File: src/rtl/gg_pkg.sv
package gg_pkg;
  localparam int NPH = 3;

  // gate pair of one phase: {hi, lo}; allow folds in enable and lockout
  function automatic logic [1:0] leg_gates(input logic hi, input logic lo,
                                           input logic uvh, input logic allow);
    logic both;
    both = hi & lo;
    return {allow & hi & ~both & ~uvh, allow & lo & ~both};
  endfunction

  // true on the last cycle of a count that runs 0 .. lim-1
  function automatic logic at_last(input int unsigned cnt, input int unsigned lim);
    return cnt == lim - 1;
  endfunction
endpackage

File: src/rtl/gg_sync.sv
module gg_sync #(
  parameter int W = 1
) (
  input  logic         clk,
  input  logic         rst_n,
  input  logic [W-1:0] d,
  output logic [W-1:0] q
);
  logic [W-1:0] meta;

  always_ff @(posedge clk or negedge rst_n) begin
    if (!rst_n) begin
      meta <= '0;
      q    <= '0;
    end else begin
      meta <= d;
      q    <= meta;
    end
  end
endmodule

File: src/rtl/gg_deglitch.sv
module gg_deglitch #(
  parameter int CYC = 4
) (
  input  logic clk,
  input  logic rst_n,
  input  logic din,
  output logic dout
);
  import gg_pkg::*;
  localparam int CW = $clog2(CYC + 1);

  logic [CW-1:0] cnt;
  logic          differs;
  logic          accept;

  assign differs = din != dout;
  assign accept  = differs && at_last(int'(cnt), CYC);

  always_ff @(posedge clk or negedge rst_n) begin
    if (!rst_n) begin
      dout <= 1'b0;
      cnt  <= '0;
    end else if (!differs) begin
      cnt <= '0;
    end else if (accept) begin
      dout <= din;
      cnt  <= '0;
    end else begin
      cnt <= cnt + 1'b1;
    end
  end


  filt_change_chk: assert property (@(posedge clk) disable iff (!rst_n)
    (dout != $past(dout)) |-> ($past(din) != $past(dout)));
endmodule

File: src/rtl/gg_lockout.sv
module gg_lockout #(
  parameter int CLR_CYC = 100000
) (
  input  logic clk,
  input  logic rst_n,
  input  logic hit,
  output logic lock
);
  import gg_pkg::*;
  localparam int CW = $clog2(CLR_CYC + 1);

  logic [CW-1:0] cnt;
  logic          blank;
  logic          expire;

  assign expire = blank && !hit && at_last(int'(cnt), CLR_CYC);
  assign lock   = hit | blank;

  always_ff @(posedge clk or negedge rst_n) begin
    if (!rst_n) begin
      blank <= 1'b0;
      cnt   <= '0;
    end else if (hit) begin
      blank <= 1'b1;
      cnt   <= '0;
    end else if (expire) begin
      blank <= 1'b0;
      cnt   <= '0;
    end else if (blank) begin
      cnt <= cnt + 1'b1;
    end
  end


  restart_chk: assert property (@(posedge clk) disable iff (!rst_n)
    hit |=> (blank && cnt == '0));

  full_wait_chk: assert property (@(posedge clk) disable iff (!rst_n)
    $fell(blank) |-> ($past(cnt) == CW'(CLR_CYC - 1) && !$past(hit)));
endmodule

File: src/rtl/gate_guard.sv
module gate_guard #(
  parameter int FILT_CYC = 100,
  parameter int CLR_CYC  = 100000
) (
  input  logic       clk,
  input  logic       rst_n,
  input  logic [2:0] cmd_hi,
  input  logic [2:0] cmd_lo,
  input  logic       cmd_pfc,
  input  logic       en_in,
  input  logic       trip_inv,
  input  logic       trip_pfc,
  input  logic       uv_low,
  input  logic [2:0] uv_hi,
  output logic [2:0] gate_hi,
  output logic [2:0] gate_lo,
  output logic       gate_pfc,
  output logic       flt_pull
);
  import gg_pkg::*;
  localparam int NCMD = 2 * NPH + 1;
  localparam int NPROT = NPH + 4;

  logic [NCMD-1:0]  cmd_s, cmd_f;
  logic [NPROT-1:0] prot_s;
  logic [NPH-1:0]   fhi, flo, uvh_s;
  logic             en_s, trip_s, uvl_s, hit, lock, allow;

  gg_sync #(.W(NCMD)) u_sync_cmd (
    .clk(clk), .rst_n(rst_n), .d({cmd_pfc, cmd_lo, cmd_hi}), .q(cmd_s));
  gg_sync #(.W(NPROT)) u_sync_prot (
    .clk(clk), .rst_n(rst_n),
    .d({uv_hi, uv_low, trip_pfc, trip_inv, en_in}), .q(prot_s));

  for (genvar i = 0; i < NCMD; i++) begin : g_filt
    gg_deglitch #(.CYC(FILT_CYC)) u_filt (
      .clk(clk), .rst_n(rst_n), .din(cmd_s[i]), .dout(cmd_f[i]));
  end

  assign fhi    = cmd_f[NPH-1:0];
  assign flo    = cmd_f[2*NPH-1:NPH];
  assign en_s   = prot_s[0];
  assign trip_s = prot_s[1] | prot_s[2];
  assign uvl_s  = prot_s[3];
  assign uvh_s  = prot_s[NPROT-1:4];
  assign hit    = trip_s | uvl_s;

  gg_lockout #(.CLR_CYC(CLR_CYC)) u_lock (
    .clk(clk), .rst_n(rst_n), .hit(hit), .lock(lock));

  assign allow = en_s & ~lock;

  for (genvar p = 0; p < NPH; p++) begin : g_leg
    logic [1:0] pair;
    assign pair = leg_gates(fhi[p], flo[p], uvh_s[p], allow);

    always_ff @(posedge clk or negedge rst_n) begin
      if (!rst_n) begin
        gate_hi[p] <= 1'b0;
        gate_lo[p] <= 1'b0;
      end else begin
        gate_hi[p] <= pair[1];
        gate_lo[p] <= pair[0];
      end
    end


    interlock_chk: assert property (@(posedge clk) disable iff (!rst_n)
      (fhi[p] && flo[p]) |=> (!gate_hi[p] && !gate_lo[p]));

    hs_uv_chk: assert property (@(posedge clk) disable iff (!rst_n)
      uvh_s[p] |=> !gate_hi[p]);
  end

  always_ff @(posedge clk or negedge rst_n) begin
    if (!rst_n) begin
      gate_pfc <= 1'b0;
      flt_pull <= 1'b0;
    end else begin
      gate_pfc <= allow & cmd_f[NCMD-1];
      flt_pull <= lock;
    end
  end


  lock_off_chk: assert property (@(posedge clk) disable iff (!rst_n)
    lock |=> (gate_hi == '0 && gate_lo == '0 && !gate_pfc && flt_pull));

  uv_low_chk: assert property (@(posedge clk) disable iff (!rst_n)
    uvl_s |=> flt_pull);

  enable_chk: assert property (@(posedge clk) disable iff (!rst_n)
    !en_s |=> (gate_hi == '0 && gate_lo == '0 && !gate_pfc));

  no_flag_chk: assert property (@(posedge clk) disable iff (!rst_n)
    !lock |=> !flt_pull);
endmodule

File: config.mk
export PLATFORM = sky130hd
export DESIGN_NAME = gate_guard
export DESIGN_NICKNAME = d
export VERILOG_FILES = /design/src/rtl/gg_pkg.sv /design/src/rtl/gg_sync.sv /design/src/rtl/gg_deglitch.sv /design/src/rtl/gg_lockout.sv /design/src/rtl/gate_guard.sv
export SDC_FILE = /design/constraint.sdc
export NUM_CORES = 1
export LEC_CHECK = 0
export ABC_AREA = 1
export CAP_MARGIN = 15
export CORE_ASPECT_RATIO = 1.25
export CORE_UTILIZATION = 45
export CTS_BUF_LIST = sky130_fd_sc_hd__clkbuf_4
export CTS_CLUSTER_DIAMETER = 40
export DETAILED_ROUTE_END_ITERATION = 8
export PLACE_DENSITY = 0.65
export SLEW_MARGIN = 20
export SYNTH_ARGS = -nofsm -noshare
export SYNTH_HDL_FRONTEND = slang
export SYNTH_SLANG_ARGS = --single-unit
File: constraint.sdc
create_clock -name clk -period 1.31 [get_ports clk]
set_input_delay 0.262 -clock clk [delete_from_list [all_inputs] [get_ports clk]]
set_output_delay 0.262 -clock clk [all_outputs]
set_load 0.02 [all_outputs]
==> results.py <==
metrics = {
    "timing": {
        "fmax_mhz": 744,
        "fin_ws_ns": -0.0341,
        "hold_slack_ns": 0.198,
        "setup_viol": 13,
        "fin_tns_setup_ns": -0.187,
        "fin_crit_sh_pct": 103,
        "skew_ns": 0.0198,
        "rsz0062_at_grt": "true",
        "drv_slew": 0,
        "slew_headroom_pct": 73.7,
        "hold_viol": 0,
        "max_slew.worst_pin.slew_ns": 0.394,
        "fin_crit_ns": 1.34,
    },
    "placement": {
        "place_congestion": 0.813,
        "port_buffers": 23,
        "dp_cells": 670,
        "place_hpwl_mm": 5.63,
    },
    "detailed_routing": {
        "drtPass1Iterations": 5,
        "wirelength_mm": 8.18,
        "vias": 3304,
        "wl_per_cell_um": 11.7,
        "drtAntennaViolNets": 0,
        "drc_errors": 0,
        "viasPerCell": 4.71,
        "drt_iter0_markers": 155,
    },
    "flow_run": {
        "cap_violations": 0,
    },
    "power_and_ir_drop": {
        "internal_power_mw": 4.10,
        "p_per_area_mw_per_mm2": 970,
        "combPwrFrac_pct": 6.5,
        "leakage_nw": 2.63,
        "power_mw": 5.55,
        "vdd_ir_drop_max_v": 0.000558,
        "seqPwrFrac_pct": 64.3,
        "swShare_pct": 26.2,
        "power.switching_mw": 1.46,
        "p_clk_share_pct": 29.3,
    },
    "logic_synthesis": {
        "syn-cell-area_sq_mm": 0.00467,
        "synth-simple-area-share_pct": 25.7,
        "ys_ff_latch": 110,
        "synth_area_per_cell_sq_um": 9.36,
        "synth-xor-area-share_pct": 4.88,
        "synth_compound_gate_area_share_pct": 2.09,
        "ys_seq_area_share_pct": 58.9,
        "ys_warn_count": 0,
        "synth.net_count": 523,
        "synth_top_family_by_area": "simple AND/OR/NAND/NOR gates",
        "synthCells": 499,
        "ys_types": 27,
        "synth_mux_area_share_pct": 0,
        "synth-adder-area-share_pct": 2.14,
    },
    "floorplan": {
        "die_y_um": 116,
        "ios": 24,
        "die_x_um": 93.1,
        "initial_core_util_pct": 46.2,
        "coreArea_sq_mm": 0.0101,
        "rows": 41,
        "die_area_sq_mm": 0.0108,
    },
    "layout": {
        "diodes": 0,
        "area_growth_syn_to_layout_pct": 22.6,
        "nets": 591,
        "final_cells": 701,
        "layout-drive-gt1-share_pct": 22.2,
        "fillers": 897,
    },
    "cts": {
        "cts.sinks": 110,
        "clk_pin_slew_ns": 0.18,
        "cts_root_buf": "clkbuf_4",
        "cts_tree": "done",
        "cts_made_buffers": 9,
        "clk-insertion-delay-late_ns": 0.47,
        "htree_num_levels": 3,
        "clockBufferDepth": 2,
    },
    "outcome": {
        "violations": "negative setup slack",
        "outcome": "finished with violations",
    },
    "global_route": {
        "use_met3_pct": 2.82,
        "grt_overflow": 0,
        "grt_max_degree": 33,
        "antenna_found_initial": 0,
        "use_met2_pct": 30.0,
        "grtUsageMet1_pct": 21.0,
        "grt_pass1_wl_mm": 14.6,
        "top_usage_layer": "met2",
        "grt_pass1_vias": 3355,
        "track_usage_pct": 17.1,
    },
    "critical_path": {
        "cp-start-kind": "flip-flop",
        "setup.worst_path.class": "flip-flop to flip-flop",
        "worstPathRequired_ns": 1.69,
        "r2r_slack_ns": -0.03,
        "crit_arrival_ns": 1.72,
        "end_kind": "flip-flop",
        "worstPathMaxFanout": 5,
    },
    "min_path": {
        "hp-class": "input pin to flip-flop",
    },
}
-- Yosys cell counts --
library cell  number  area (sq um)
nor3b_1            9          67.6
inv_1             74           278
nor3_1            16          80.1
nand2_2            5          31.3
nand3b_4           1          20.0
nor3_2             1          10.0
dfrtp_1          110          2750
inv_2              1          3.75
nor2_8             1          20.0
nor2_2             3          18.8
nor2_4             2          22.5
nor4_1             3          18.8
xor2_1            22           193
xnor2_1            4          35.0
nand4_1           16           100
ha_1               8           100
nand3_1           20           100
nand2_1           75           282
and3_1             1          6.26
a31o_2             2          17.5
nand2_4            1          11.3
nor3b_2            1          12.5
buf_6              1          11.3
o21ai_1            1          5.00
o21ai_0            8          40.0
a21oi_1            7          35.0
nor2_1           106           398
-- cell usage in the layout (no fill, tap or decap), drive strengths merged, types with 14 or more instances in the layout --
cell type,synthesis,layout
nor2,112,112
dfrtp,110,110
nand2,81,81
inv,75,80
buf,1,43
xor2,22,22
nand3,20,20
nor3,17,17
nand4,16,16
clkdlybuf4s50,0,14
-- registers in the layout, indices dropped and copies added (netlist names), 3 cells and up --
| name | cells |
|---|---|
| gate_hi | 3 |
| u_sync_cmd.meta | 7 |
| gate_lo | 3 |
| u_sync_prot.q | 7 |
| g_filt.u_filt.cnt | 49 |
| u_lock.cnt | 17 |
| u_sync_cmd.q | 7 |
| u_sync_prot.meta | 7 |
| g_filt.u_filt.dout | 7 |
-- kinds of logic after synthesis --
kind of cell	Yosys count
simple gates	261
flops	110
buf+inv	76
xor+xnor	26
compound gates	18
fa+ha+maj	8
-- stage by stage --
| stage | util [%] | setup WS [ns] | instance area [sq um] |
|---|---|---|---|
| 2_1_floorplan | - | 0.000176 | 4670 |
| 3_3_place_gp | 51.8 | -0.0376 | 5240 |
| 3_5_place_dp | 51.8 | -0.0840 | 5240 |
| 4_1_cts | 53.8 | -0.0419 | 5440 |
| 5_1_grt | 56.7 | -0.144 | 5730 |
| 6_report | 56.7 | -0.0341 | 5730 |
-- per-layer routing --
metal	routed length, um	up-vias
met3	230	11
met5	0	-
met1	3520	1563
met4	120	0
li1	-	1692
met2	4300	38
-- worst paths after layout --
kind / start / depth (start not counted) / endpoint
min in group asynchronous: rst_n / 2 / g_filt[4].u_filt.cnt[3]
min reg2reg: u_sync_cmd.meta[1] / 0 / u_sync_cmd.q[1]
max reg2reg: u_lock.cnt[1] / 7 / u_lock.cnt[9]
max in group asynchronous: rst_n / 3 / u_sync_cmd.meta[5]
max: u_lock.cnt[1] / 7 / u_lock.cnt[9]
min: cmd_lo[1] / 1 / u_sync_cmd.meta[4]
-- layout make-up --
class                           count  area (sq um)  area share, %
Clock buffer                        9          67.6           1.18
Clock inverter                      7          61.3           1.07
Inverter                           75           284           4.96
Multi-Input combinational cell    313          1860           32.4
Sequential cell                   110          2750           48.1
Tap cell                          129           161           2.82
Timing Repair Buffer               58           542           9.46
-- critical path, stage by stage, from the launching register on --
cell and delay (ns):
dfrtp_1 0.43, buf_4 0.14, nand2_1 0.09, nor2_4 0.15
nand2_4 0.09, nor2_8 0.13, xor2_1 0.17, nor2_1 0.05
-- what timing repair did --
item,4_1_cts,5_1_grt
endpoints found under the hold margin,24,0
setup buffers,3,11
setup endpoints to repair,28,60
hold buffers,1,0
gates resized for setup,56,58
pin swaps,2,30
-- power groups by stage --
stage | Clock [mW] | Combinational (mW) | Sequential (mW)
floorplan | 0 | 0.130 | 3.60
global placement | 0 | 0.292 | 3.61
detailed placement | 0 | 0.300 | 3.62
CTS | 1.69 | 0.313 | 3.56
global route | 1.83 | 0.419 | 3.58
finish | 1.63 | 0.358 | 3.57
No activity file was read; power rests on OpenSTA's default activity.
